===== config.mk =====
export PLATFORM = sky130hd
export DESIGN_NAME = stack_ptr_engine
export DESIGN_NICKNAME = d
export VERILOG_FILES = /design/src/rtl/spe_pkg.sv /design/src/rtl/spe_ptr.sv /design/src/rtl/spe_frame.sv /design/src/rtl/spe_ctrl.sv /design/src/rtl/stack_ptr_engine.sv
export SDC_FILE = /design/constraint.sdc
export NUM_CORES = 1
export LEC_CHECK = 0
export ABC_AREA = 0
export BUFFER_PORTS_ARGS = -buffer_cell sky130_fd_sc_hd__clkbuf_2
export CAP_MARGIN = 25
export CORE_MARGIN = 2
export CORE_UTILIZATION = 54
export DETAILED_ROUTE_END_ITERATION = 10
export HOLD_SLACK_MARGIN = 0.05
export PLACE_DENSITY = 0.81
export SKIP_CTS_REPAIR_TIMING = 1
export SYNTH_ARGS = -nofsm -noshare
export SYNTH_HDL_FRONTEND = slang
export SYNTH_HIERARCHICAL = 1
export SYNTH_SLANG_ARGS = --single-unit

===== constraint.sdc =====
create_clock -name clk_i -period 3.8 [get_ports clk_i]
set_clock_uncertainty 0.05 [all_clocks]
set_input_delay 0.19 -clock clk_i [delete_from_list [all_inputs] [get_ports clk_i]]
set_output_delay 0.19 -clock clk_i [all_outputs]
set_load 0.01 [all_outputs]

===== src/rtl/spe_pkg.sv =====
package spe_pkg;
  typedef enum logic [2:0] {
    OP_CALL = 3'd0, OP_INTR = 3'd1, OP_RET = 3'd2, OP_RETI = 3'd3,
    OP_PUSH = 3'd4, OP_POP = 3'd5, OP_LDPSP = 3'd6, OP_SWAP = 3'd7
  } op_e;

  typedef enum logic [3:0] {
    ST_IDLE, ST_WR_HI, ST_WR_LO, ST_RD_LO, ST_RD_HI, ST_RD_END,
    ST_PUSH, ST_POP_RD, ST_POP_END, ST_ONE
  } st_e;
endpackage


===== src/rtl/spe_ptr.sv =====
module spe_ptr #(
  parameter int W = 8
) (
  input  logic         clk_i,
  input  logic         rst_ni,
  input  logic         ld_i,
  input  logic [W-1:0] ld_val_i,
  input  logic         step_i,
  input  logic         down_i,
  output logic [W-1:0] ptr_o
);
  always_ff @(posedge clk_i or negedge rst_ni) begin
    if (!rst_ni)     ptr_o <= '0;
    else if (ld_i)   ptr_o <= ld_val_i;
    else if (step_i) ptr_o <= down_i ? ptr_o - W'(1) : ptr_o + W'(1);
  end
endmodule


===== src/rtl/spe_frame.sv =====
module spe_frame #(
  parameter int PTR_W = 8,
  parameter int PC_W  = 14
) (
  input  logic [PC_W-1:0]  pc_i,
  input  logic             carry_i,
  input  logic             zero_i,
  output logic [PTR_W-1:0] hi_o,
  output logic [PTR_W-1:0] lo_o,
  input  logic [PTR_W-1:0] hi_i,
  input  logic [PTR_W-1:0] lo_i,
  output logic [PC_W-1:0]  pc_o,
  output logic             carry_o,
  output logic             zero_o
);
  localparam int HI_W = PC_W - PTR_W;

  assign hi_o    = {carry_i, zero_i, pc_i[PC_W-1:PTR_W]};
  assign lo_o    = pc_i[PTR_W-1:0];
  assign pc_o    = {hi_i[HI_W-1:0], lo_i};
  assign carry_o = hi_i[PTR_W-1];
  assign zero_o  = hi_i[PTR_W-2];
endmodule


===== src/rtl/spe_ctrl.sv =====
module spe_ctrl
  import spe_pkg::*;
(
  input  logic clk_i,
  input  logic rst_ni,
  input  logic op_valid_i,
  input  op_e  op_i,
  output logic accept_o,
  output st_e  st_o,
  output op_e  cmd_o
);
  st_e st_d;

  assign accept_o = op_valid_i && (st_o == ST_IDLE);

  always_comb begin
    st_d = st_o;
    unique case (st_o)
      ST_IDLE: if (accept_o) begin
        unique case (op_i)
          OP_CALL, OP_INTR:  st_d = ST_WR_HI;
          OP_RET, OP_RETI:   st_d = ST_RD_LO;
          OP_PUSH:           st_d = ST_PUSH;
          OP_POP:            st_d = ST_POP_RD;
          default:           st_d = ST_ONE;
        endcase
      end
      ST_WR_HI:  st_d = ST_WR_LO;
      ST_RD_LO:  st_d = ST_RD_HI;
      ST_RD_HI:  st_d = ST_RD_END;
      ST_POP_RD: st_d = ST_POP_END;
      default:   st_d = ST_IDLE;
    endcase
  end

  always_ff @(posedge clk_i or negedge rst_ni) begin
    if (!rst_ni) begin
      st_o  <= ST_IDLE;
      cmd_o <= OP_CALL;
    end else begin
      st_o <= st_d;
      if (accept_o) cmd_o <= op_i;
    end
  end
endmodule


===== src/rtl/stack_ptr_engine.sv =====
module stack_ptr_engine
  import spe_pkg::*;
#(
  parameter int PTR_W = 8,
  parameter int PC_W  = 14
) (
  input  logic             clk_i,
  input  logic             rst_ni,
  input  logic             op_valid_i,
  input  logic [2:0]       op_code_i,
  input  logic [PC_W-1:0]  ret_pc_i,
  input  logic             carry_i,
  input  logic             zero_i,
  input  logic [PTR_W-1:0] push_data_i,
  input  logic [PTR_W-1:0] acc_i,
  output logic [PTR_W-1:0] ram_addr_o,
  output logic             ram_we_o,
  output logic             ram_re_o,
  output logic [PTR_W-1:0] ram_wdata_o,
  input  logic [PTR_W-1:0] ram_rdata_i,
  output logic             busy_o,
  output logic             done_o,
  output logic [PC_W-1:0]  pc_o,
  output logic             pc_load_o,
  output logic             carry_o,
  output logic             zero_o,
  output logic             flags_load_o,
  output logic [PTR_W-1:0] pop_data_o,
  output logic             pop_valid_o,
  output logic [PTR_W-1:0] acc_o,
  output logic             acc_load_o,
  output logic             irq_en_o
);
  st_e  st;
  op_e  cmd;
  op_e  op_in;
  logic accept;
  logic [PTR_W-1:0] psp, dsp, hi_w, lo_w;
  logic [PTR_W-1:0] hi_q, lo_q, data_q, rd_lo_q, acc_q;
  logic psp_ld, psp_step, psp_down, dsp_ld, dsp_step, dsp_down;

  assign op_in = op_e'(op_code_i);

  spe_ctrl u_ctrl (
    .clk_i, .rst_ni, .op_valid_i, .op_i(op_in),
    .accept_o(accept), .st_o(st), .cmd_o(cmd)
  );

  spe_frame #(.PTR_W(PTR_W), .PC_W(PC_W)) u_frame (
    .pc_i(ret_pc_i), .carry_i, .zero_i, .hi_o(hi_w), .lo_o(lo_w),
    .hi_i(ram_rdata_i), .lo_i(rd_lo_q), .pc_o, .carry_o, .zero_o
  );

  assign psp_ld   = accept && (op_in == OP_LDPSP);
  assign psp_step = (st == ST_WR_HI) || (st == ST_WR_LO) ||
                    (st == ST_RD_LO) || (st == ST_RD_HI);
  assign psp_down = (st == ST_RD_LO) || (st == ST_RD_HI);
  assign dsp_ld   = accept && (op_in == OP_SWAP);
  assign dsp_step = (st == ST_PUSH) || (st == ST_POP_RD);
  assign dsp_down = (st == ST_PUSH);

  spe_ptr #(.W(PTR_W)) u_psp (
    .clk_i, .rst_ni, .ld_i(psp_ld), .ld_val_i(acc_i),
    .step_i(psp_step), .down_i(psp_down), .ptr_o(psp)
  );

  spe_ptr #(.W(PTR_W)) u_dsp (
    .clk_i, .rst_ni, .ld_i(dsp_ld), .ld_val_i(acc_i),
    .step_i(dsp_step), .down_i(dsp_down), .ptr_o(dsp)
  );

  always_ff @(posedge clk_i or negedge rst_ni) begin
    if (!rst_ni) begin
      hi_q     <= '0;
      lo_q     <= '0;
      data_q   <= '0;
      rd_lo_q  <= '0;
      acc_q    <= '0;
      irq_en_o <= 1'b0;
    end else begin
      if (accept) begin
        hi_q   <= hi_w;
        lo_q   <= lo_w;
        data_q <= push_data_i;
        if (op_in == OP_SWAP) acc_q <= dsp;
        if (op_in == OP_INTR) irq_en_o <= 1'b0;
      end
      if (st == ST_RD_HI) rd_lo_q <= ram_rdata_i;
      if (st == ST_RD_END && cmd == OP_RETI) irq_en_o <= 1'b1;
    end
  end

  always_comb begin
    ram_addr_o  = '0;
    ram_wdata_o = '0;
    unique case (st)
      ST_WR_HI:           begin ram_addr_o = psp; ram_wdata_o = hi_q; end
      ST_WR_LO:           begin ram_addr_o = psp; ram_wdata_o = lo_q; end
      ST_RD_LO, ST_RD_HI: ram_addr_o = psp - PTR_W'(1);
      ST_PUSH:            begin ram_addr_o = dsp - PTR_W'(1); ram_wdata_o = data_q; end
      ST_POP_RD:          ram_addr_o = dsp;
      default:            ;
    endcase
  end

  assign ram_we_o     = (st == ST_WR_HI) || (st == ST_WR_LO) || (st == ST_PUSH);
  assign ram_re_o     = (st == ST_RD_LO) || (st == ST_RD_HI) || (st == ST_POP_RD);
  assign busy_o       = (st != ST_IDLE);
  assign done_o       = (st == ST_WR_LO) || (st == ST_RD_END) || (st == ST_PUSH) ||
                        (st == ST_POP_END) || (st == ST_ONE);
  assign pc_load_o    = (st == ST_RD_END);
  assign flags_load_o = (st == ST_RD_END) && (cmd == OP_RETI);
  assign pop_data_o   = ram_rdata_i;
  assign pop_valid_o  = (st == ST_POP_END);
  assign acc_o        = acc_q;
  assign acc_load_o   = (st == ST_ONE) && (cmd == OP_SWAP);
endmodule


# --- Yosys cells after proc, flatten, opt, wreduce, memory -nomap -nowiden ---
# Cells that the tools add are included.
totals:
  mem_bits_rw: 0
  latch_bits: 0
  output_inout_bits: 57
  n_memories: 0
  register_bits: 64
  mem_bits_ro: 0
  word_cells: 76
classes:
  reduce_logical: 29
  n_eq_ne: 19
  addsub: 4
  mul: 0
  n_mux: 14
  shifts: 0
  order_cmp: 0
  bitwise: 0
  n_div: 0
ops:
  columns: ["cell", "count"]
  rows:
  - ["$mux W8", 6]
  - ["$pmux W8 S4", 1]
  - ["$pmux W8 S3", 1]
  - ["$pmux W4 S5", 1]
  - ["$add A8 B1 Y8 const B", 2]
  - ["$eq A4 B3 Y1 const B", 4]
  - ["$pmux W4 S4", 1]
  - ["$sub A8 B1 Y8 const B", 2]
  - ["$eq A3 B3 Y1 const B", 5]
  - ["$logic_or A1 B1 Y1", 11]
  - ["$eq A3 B2 Y1 const B", 3]
  - ["$eq A4 B2 Y1 const B", 2]
  - ["$eq A4 B4 Y1 const B", 2]
  - ["$reduce_bool A2 Y1", 4]
  - ["$reduce_or A2 Y1", 4]
  - ["$logic_and A1 B1 Y1", 5]
  - ["$eq A4 B1 Y1 const B", 1]
  - ["$logic_not A4 Y1", 1]
  - ["$mux W4", 1]
  - ["$reduce_and A2 Y1", 2]
  - ["$reduce_bool A4 Y1", 1]
  - ["$eq A3 B1 Y1 const B", 1]
  - ["$logic_not A3 Y1", 1]
  - ["$mux W1", 3]
  - ["$ne A2 B2 Y1 const B", 1]

# --- Longest topological paths before layout ---
# Gate-level depths: netlist of the first run.
logic_depth:
  word_depth: 6
  mapped_depth: 12
  mapped_depth_nobuf: 9

# --- By module ---
# Netlist of the first run, hierarchy kept.
modules_own_cells:
  columns: ["mod", "area_per_inst_um2", "seq_area_each_um2", "n_inst", "cells_each"]
  rows:
  - ["stack_ptr_engine", 2411.1, 1026.0, 1, 245]
  - ["spe_ptr (u_dsp)", 705.7, 200.2, 1, 82]
  - ["spe_ptr (u_psp)", 704.4, 200.2, 1, 82]
  - ["spe_ctrl", 327.8, 175.2, 1, 29]
  - ["spe_frame", 240.2, 0.0, 1, 32]

# --- Least setup slack after synthesis of the first run ---
# Ideal clock, no wire load.
synth_timing:
  path_type: "register to register"
  start: "reg u_ctrl.st_o[0]"
  end: "reg u_psp.ptr_o[7]"
  path_stages_with_launch: 10
  path_slack_ps: 535
  t_arrival_ps: 3096
  setup_time_ps: 120
  n_path_buf: 1
  cell_sequence: "dfrtp_1 -> clkbuf_1 -> or3b_2 -> a21oi_1 -> ha_1 -> a211oi_1 -> nor3_1 -> or3_1 -> a21oi_1 -> and3b_1"
synth_between:
  elab_chain_cells: 5
  elab_cells_between_ends: 15
  cone_classes: "4 x eq/ne; 3 x mux; 8 x reduce/logical"
synth_lines:
  columns: ["element", "line_no", "text"]
  rows:
  - ["start: declaration", "spe_ctrl.sv:9", "output st_e st_o,"]
  - ["start signal: assignment", "spe_ctrl.sv:41", "st_o <= st_d;"]
  - ["$eq A4 B2 Y1 / $eq A4 B3 Y1 (equally long branches)", "stack_ptr_engine.sv:57", "assign psp_down = (st == ST_RD_LO) || (st == ST_RD_HI);"]
  - ["$logic_or A1 B1 Y1 (*)", "stack_ptr_engine.sv:57", null]
  - ["net psp_down", "stack_ptr_engine.sv:40", "logic psp_ld, psp_step, psp_down, dsp_ld, dsp_step, dsp_down;"]
  - ["$mux W8 (*) (2 in a row)", "spe_ptr.sv:15", "else if (step_i) ptr_o <= down_i ? ptr_o - W'(1) : ptr_o + W'(1);"]
  - ["$mux W8 (*)", "spe_ptr.sv:14", "else if (ld_i) ptr_o <= ld_val_i;"]
  - ["end signal: assignment", "spe_ptr.sv:14", null]
  - ["end signal: assignment", "spe_ptr.sv:15", null]
  - ["end: declaration", "spe_ptr.sv:10", "output logic [W-1:0] ptr_o"]
# Mark *: on every way through the listed nets, which the timed path passes. The rest lies on a longest branch. The select of a mux whose other input is x is not followed.
# A chain may end at the register's enable or synchronous reset.

# --- Worst setup path in the final report of the first run ---
layout_timing:
  start: "reg u_ctrl.st_o[3]"
  end: "out ram_addr_o[4]"
layout_between:
  elab_chain_cells: 3
  elab_cells_between_ends: 9
  cone_classes: "6 x eq/ne; 1 x mux; 2 x reduce/logical"
layout_lines:
  columns: ["element", "line_no", "text"]
  rows:
  - ["$eq A4 B3 Y1 (tied with other cells)", "stack_ptr_engine.sv:96", "unique case (st)"]
  - ["$reduce_or A2 Y1 (on tied branches)", null, null]
  - ["$pmux W8 S4 (*)", "stack_ptr_engine.sv:96", null]
  - ["end: declaration", "stack_ptr_engine.sv:16", "output logic [PTR_W-1:0] ram_addr_o,"]
# Every way passes the cells marked *; elsewhere a longest branch is shown, timed or not.

==> results of run 1 <==
[how the worst max path moves through the flow]
stage / to / startpoint / cells past startpoint
after global routing: ram_addr_o[4] / u_ctrl/st_o[3]$_DFFE_PN0P_ / 10
after CTS: ram_addr_o[4] / u_ctrl/st_o[3]$_DFFE_PN0P_ / 10
after detailed placement: u_psp/ptr_o[7]$_DFFE_PN0P_ / u_ctrl/st_o[1]$_DFFE_PN0P_ / 8
after global placement: u_psp/ptr_o[7]$_DFFE_PN0P_ / u_ctrl/st_o[1]$_DFFE_PN0P_ / 8
final: ram_addr_o[4] / u_ctrl/st_o[3]$_DFFE_PN0P_ / 10
after floorplan: u_psp/ptr_o[7]$_DFFE_PN0P_ / u_ctrl/st_o[0]$_DFFE_PN0P_ / 9
[registers in the layout, indices dropped and copies added (netlist names)]
signal	cells
rd_lo_q	8
data_q	8
u_ctrl/cmd_o	3
u_dsp/ptr_o	8
hi_q	8
u_psp/ptr_o	8
acc_o	8
u_ctrl/st_o	4
lo_q	8
irq_en_o	1
[cell type report]
| class | count | area share |
|---|---|---|
| clock buffer | 9 | 0.0235 |
| inverter | 28 | 0.0219 |
| sequential | 64 | 0.304 |
| timing repair buffer | 142 | 0.169 |
| multi-input combinational | 318 | 0.433 |
| tap | 102 | 0.0242 |
| clock inverter | 7 | 0.0242 |
[power by group through the flow]
| stage | Clock, mW | Combinational [mW] | Sequential [mW] |
|---|---|---|---|
| after floorplan | 0 | 1.94 | 1.29 |
| after global placement | 0 | 2.44 | 1.37 |
| after detailed placement | 0 | 2.53 | 1.39 |
| after CTS | 0.759 | 2.55 | 1.38 |
| after global routing | 0.785 | 2.88 | 1.45 |
| final | 0.749 | 2.64 | 1.41 |
[routing by layer]
metal | track usage | vias to the layer above | share of wire
met3 | 0.0602 | 35 | 0.067
met1 | 0.314 | 1935 | 0.40
li1 | - | 1851 | -
met5 | 0 | - | 0
met2 | 0.429 | 198 | 0.51
met4 | 0.0845 | 0 | 0.029
[critical path, delay by kind of cell (launching register included)]
kind                     cells  cell delay, ns
buffers and inverters        3            0.82
AND/OR/NAND/NOR              3            0.56
flip-flops                   1            0.37
AO/OA/AOI/OAI                1            0.32
multiplexers                 1            0.28
adder cells (fa/ha/maj)      1            0.27
XOR/XNOR                     1            0.17
[cells by family (layout without fill, tap and decap cells)]
family                   Yosys count  count (layout)  share of synthesized area
AND/OR/NAND/NOR                  143             143                      0.175
AO/OA/AOI/OAI                    107             107                      0.167
buffers and inverters             88             186                      0.115
flip-flops                        64              64                      0.365
multiplexers                      47              47                      0.119
adder cells (fa/ha/maj)           15              15                     0.0462
XOR/XNOR                           6               6                     0.0120
[stage by stage]
step	setup WS, ns	cell area, um^2	cells
5_1_grt	0.285	5270	670
2_1_floorplan	0.535	4390	470
3_5_place_dp	0.818	4750	627
3_3_place_gp	0.938	4730	626
6_report	0.418	5270	670
4_1_cts	0.472	5000	643
[cell usage in the layout (no fill, tap or decap), types with 12 or more instances in the layout]
cell type and instances:
inv_1 24, nor2_1 19, mux2_2 39, ha_1 13, o21ai_0 19, nor3_1 12, buf_4 12, clkbuf_2 102
dlygate4sd3_1 27, nand2_1 45, dfrtp_1 64, a21oi_1 27
==> run summary, run 1 <==
Skew-Pair Late Insertion Delay: 0.35 ns
clock share of power: 0.156
CP endpoint kind: output pin
WL/cell: 17.7 um
WP data arrival: 3.14 ns
vias in the first global route: 3580
LEAKAGE: 2.53 nW
routability cong.: 0.904
Die Area: 8870 um^2
Tmin final: 3.38 ns
total CTS buffers: 9
Worst Hold Depth: 2
Multi-input gate area: 2280 um^2
EDFF count, synth: 0
register cell area after layout: 1600 um^2
endpoints failing setup: 0
switching fraction of total power: 0.439
Die X: 94.2 um
library cells used by synthesis: 66
row cnt: 32
Core Box Area: 7810 um^2
n_diodes: 0
Synth area leaders: dfrtp_1 36%, mux2_2 10%, buf_4 6.8%
hold_ws: 0.0422 ns
TritonCTS Sinks: 64
slowest CP cell: inv_2
fmax: 0.296 GHz
placed wire-length estimate: 7680 um
NumNets Final: 624
crit path cell chain: buf_4 > nand4bb_1 > inv_2 > mux2i_1 > ha_1 > nor3b_1 > xor2_1 > nor2_1 > o32ai_1 > clkbuf_2
slowest stage delay, CP: 0.42 ns
pwr dens: 910 nW/um^2
final core occ: 0.675
hold crit path type: in2reg
Reg power frac: 0.294
Max Cap Viol: 0
top cell type's share of synthesized area: 0.365
CTS Buffer Depth: 2
setup_tns: 0 ns
min-delay src: ram_rdata_i[5]
Area Overhead vs Synth: 20.0%
flop-to-flop setup slack: 0.68 ns
drt first-iter violations: 389
reg-to-reg critical path endpoint: u_psp/ptr_o[7]$_DFFE_PN0P_
crit-path max FO: 24
status: completed
Root Driver: clkbuf_8
Synth Warn #: 6
Max-Slew Margin vs Limit: 0.287
R2R Path Start: u_ctrl/st_o[1]$_DFFE_PN0P_
Synth top cells by count: 64 x dfrtp_1, 45 x nand2_1, 40 x buf_4, 39 x mux2_2, 27 x a21oi_1
drt total wl: 11900 um
internal power: 2.69 mW
GRT Resource Usage Total: 0.252
grt total ovfl: 0
Setup crit start kind: register
Antenna Nets Post-Route: 0
fin crit share: 0.890
Clock transition at path regs: 0.08 ns
Synthesized Nets: 531
total power: 4.79 mW
Post-Synthesis Cells: 470
Mapped Area: 4390 um^2
most common cell in the netlist: dfrtp_1
input/output buffers: 102
unrepaired setup endpoints after global routing: false
# IOs: 103
critical path class: reg2out
post-synthesis async set-or-reset flop share: 1.00
CTS tree: built
Mean Syn Cell Area: 9.34 um^2
Worst-Margin Slew: 1.06 ns
combinational fraction of design power: 0.550
DR vias/cell: 6.00
Most used DFF post-synth: dfrtp_1
fill count: 588
Worst VDD drop: 0.433 mV
Pre-Repair DR Iteration Count: 6
H-tree Lvls: 3
Synth Register Bits: 64
largest net degree at the start of global routing: 30
max-slew violations: 0
required time worst endpoint: 3.56 ns
Final Hold Fails: 0
worst hold endpoint: rd_lo_q[5]$_DFFE_PN0P_
initial core utilization: 0.562
reg2reg path depth: 8
initial antenna violation count: 0
vias: 4019
Net Sw Power: 2.11 mW
global-route wire length before repair: 17600 um
Synth area leader: dfrtp_1
die height: 94.2 um
sequential share of the synthesized area: 0.365
drc violations: 0
share of post-route cells with drive strength above 1: 0.322
Note: power is estimated with default switching activity, not from simulation.
==> run 2: changes to the inputs <==
--- a/config.mk
+++ b/config.mk
@@ -9,10 +9,11 @@
 export BUFFER_PORTS_ARGS = -buffer_cell sky130_fd_sc_hd__clkbuf_2
 export CAP_MARGIN = 25
 export CORE_MARGIN = 2
-export CORE_UTILIZATION = 54
+export CORE_UTILIZATION = 51
+export CTS_BUF_LIST = sky130_fd_sc_hd__clkbuf_8
 export DETAILED_ROUTE_END_ITERATION = 10
 export HOLD_SLACK_MARGIN = 0.05
-export PLACE_DENSITY = 0.81
+export PLACE_DENSITY_LB_ADDON = 0.08
 export SKIP_CTS_REPAIR_TIMING = 1
 export SYNTH_ARGS = -nofsm -noshare
 export SYNTH_HDL_FRONTEND = slang
==> constraint.sdc (replaced) <==
create_clock -name clk_i -period 2.7 [get_ports clk_i]
set_clock_uncertainty 0.05 [all_clocks]
set_input_delay 0.135 -clock clk_i [delete_from_list [all_inputs] [get_ports clk_i]]
set_output_delay 0.135 -clock clk_i [all_outputs]
set_load 0.01 [all_outputs]
==> run 2 against run 1 <==
Worst setup slack lost 0.39 ns. First-iteration DRC count shrank 33%. Die area grew 5.6%. Worst hold slack lost 0.030 ns. Sequential cell count is the same. Non-clock buffer count grew 35. Critical path depth shrank 2.
==> run summary, run 2 (synthesis gave the netlist of run 1 again) <==
status: completed (unchanged)
Antenna Nets Post-Route: 0 (unchanged)
clock share of power: 0.115 (was 0.156)
LEAKAGE: 2.67 nW (was 2.53 nW)
initial core utilization: 0.529 (was 0.562)
required time worst endpoint: 2.89 ns (was 3.56 ns)
endpoints failing setup: 0 (unchanged)
Max Cap Viol: 0 (unchanged)
row cnt: 33 (was 32)
combinational fraction of design power: 0.616 (was 0.550)
CP endpoint kind: register (was output pin)
die height: 96.8 um (was 94.2 um)
placed wire-length estimate: 8150 um (was 7680 um)
switching fraction of total power: 0.441 (was 0.439)
Final Hold Fails: 0 (unchanged)
min-delay src: acc_i[4] (was ram_rdata_i[5])
CTS tree: built (unchanged)
R2R Path Start: u_ctrl/st_o[2]$_DFFE_PN0P_ (was u_ctrl/st_o[1]$_DFFE_PN0P_)
critical path class: reg2reg (was reg2out)
launch point of the worst path: u_ctrl/st_o[2]$_DFFE_PN0P_ (was u_ctrl/st_o[3]$_DFFE_PN0P_)
input/output buffers: 102 (unchanged)
Max-Slew Margin vs Limit: 0.360 (was 0.287)
Die Area: 9360 um^2 (was 8870 um^2)
setup_tns: 0 ns (unchanged)
Area Overhead vs Synth: 28.4% (was 20.0%)
vias in the first global route: 3712 (was 3580)
Skew-Pair Late Insertion Delay: 0.34 ns (was 0.35 ns)
hold_ws: 0.0124 ns (was 0.0422 ns)
total CTS buffers: 9 (unchanged)
Die X: 96.8 um (was 94.2 um)
largest net degree at the start of global routing: 35 (was 30)
final instance area: 5640 um^2 (was 5270 um^2)
fmax: 0.374 GHz
# IOs: 103 (unchanged)
CTS Buffer Depth: 2 (unchanged)
Setup crit start kind: register (unchanged)
Worst VDD drop: 0.554 mV (was 0.433 mV)
n_diodes: 0 (unchanged)
pwr dens: 1230 nW/um^2 (was 910 nW/um^2)
drt first-iter violations: 262 (was 389)
commonest cells after routing, fill and taps aside: 101 x clkbuf_2, 62 x dfrtp_1, 45 x nand2_1 (was 102 x clkbuf_2, 64 x dfrtp_1, 45 x nand2_1)
Net Sw Power: 3.05 mW (was 2.11 mW)
Core Box Area: 8300 um^2 (was 7810 um^2)
Tmin final: 2.67 ns
drt total wl: 11700 um (was 11900 um)
max-slew violations: 0 (unchanged)
initial antenna violation count: 0 (unchanged)
GRT Resource Usage Total: 0.236 (was 0.252)
Pre-Repair DR Iteration Count: 5 (was 6)
routability cong.: 0.926 (was 0.904)
Root Driver: clkbuf_8 (unchanged)
fin crit share: 0.990
vias: 3995 (was 4019)
drc violations: 0 (unchanged)
Clock transition at path regs: 0.08 ns (about the same)
crit-path max FO: 7 (was 24)
global-route wire length before repair: 18100 um (was 17600 um)
WL/cell: 16.5 um (was 17.7 um)
TritonCTS Sinks: 64 (unchanged)
unrepaired setup endpoints after global routing: true (was false)
DR vias/cell: 5.64 (was 6.00)
H-tree Lvls: 3 (unchanged)
NumNets Final: 659 (was 624)
WP data arrival: 2.86 ns (was 3.14 ns)
hold crit path type: in2reg (unchanged)
share of post-route cells with drive strength above 1: 0.373 (was 0.322)
area of placed instances: 4890 um^2 (was 4750 um^2)
grt total ovfl: 0 (unchanged)
Worst-Margin Slew: 0.952 ns (was 1.06 ns)
Reg power frac: 0.269 (was 0.294)
internal power: 3.86 mW (was 2.69 mW)
commonest non-fill, non-tap cell in the layout: clkbuf_2 (unchanged)
-- run 2: per-stage QoR --
step | total power [mW] | util | setup slack, ns | std cells
after floorplan | 4.63 | - | -0.0153 | 470
after global placement | 5.65 | 0.589 | 0.129 | 646
after detailed placement | 5.74 | 0.589 | 0.0867 | 646
after CTS | 6.55 | 0.611 | -0.186 | 662
after global routing | 7.46 | 0.679 | -0.0742 | 708
final | 6.91 | 0.679 | 0.0268 | 708
-- run 2: power groups by stage --
stage / Clock, mW / Combinational (mW) / Sequential [mW]
after floorplan: 0 / 2.80 / 1.83
after global placement: 0 / 3.83 / 1.82
after detailed placement: 0 / 3.90 / 1.85
after CTS: 0.812 / 3.91 / 1.84
after global routing: 0.852 / 4.68 / 1.93
final: 0.797 / 4.26 / 1.86
-- run 2: final cells by class --
class	count	area, um^2
clock inverters	6	47.5
inverters	28	118
multi-input cells	318	2410
well taps	105	131
clock buffers	10	138
repair buffers	177	1190
flip-flops and latches	64	1600
fillers	683	2660
-- run 2: worst paths after layout --
| kind | endpoint | slack, ns | depth (start not counted) |
|---|---|---|---|
| setup / recovery | u_psp/ptr_o[7]$_DFFE_PN0P_ | 0.03 | 8 |
| hold / removal | u_psp/ptr_o[4]$_DFFE_PN0P_ | 0.01 | 3 |
| setup reg to reg | u_psp/ptr_o[7]$_DFFE_PN0P_ | 0.03 | 8 |
| hold reg to reg | acc_o[0]$_DFFE_PN0P_ | 0.44 | 2 |
| max in group asynchronous | u_ctrl/st_o[1]$_DFFE_PN0P_ | 1.44 | 3 |
| min in group asynchronous | lo_q[7]$_DFFE_PN0P_ | 0.40 | 2 |
-- run 2: worst max-delay path, cell delays in order (launching register included) --
cell and delay [ns]:
dfrtp_1 0.44, or3b_4 0.44, a21oi_4 0.34, ha_4 0.27, a211oi_4 0.26, nor3_2 0.09
or3_1 0.37, a21oi_1 0.13, and3b_1 0.18
-- run 2: layer usage --
metal | vias to the layer above | global-route usage | routed length, um
li1 | 1925 | - | -
met1 | 1919 | 0.331 | 5210
met2 | 131 | 0.372 | 5680
met3 | 20 | 0.0376 | 625
met4 | 0 | 0.0802 | 142
met5 | - | 0 | 0
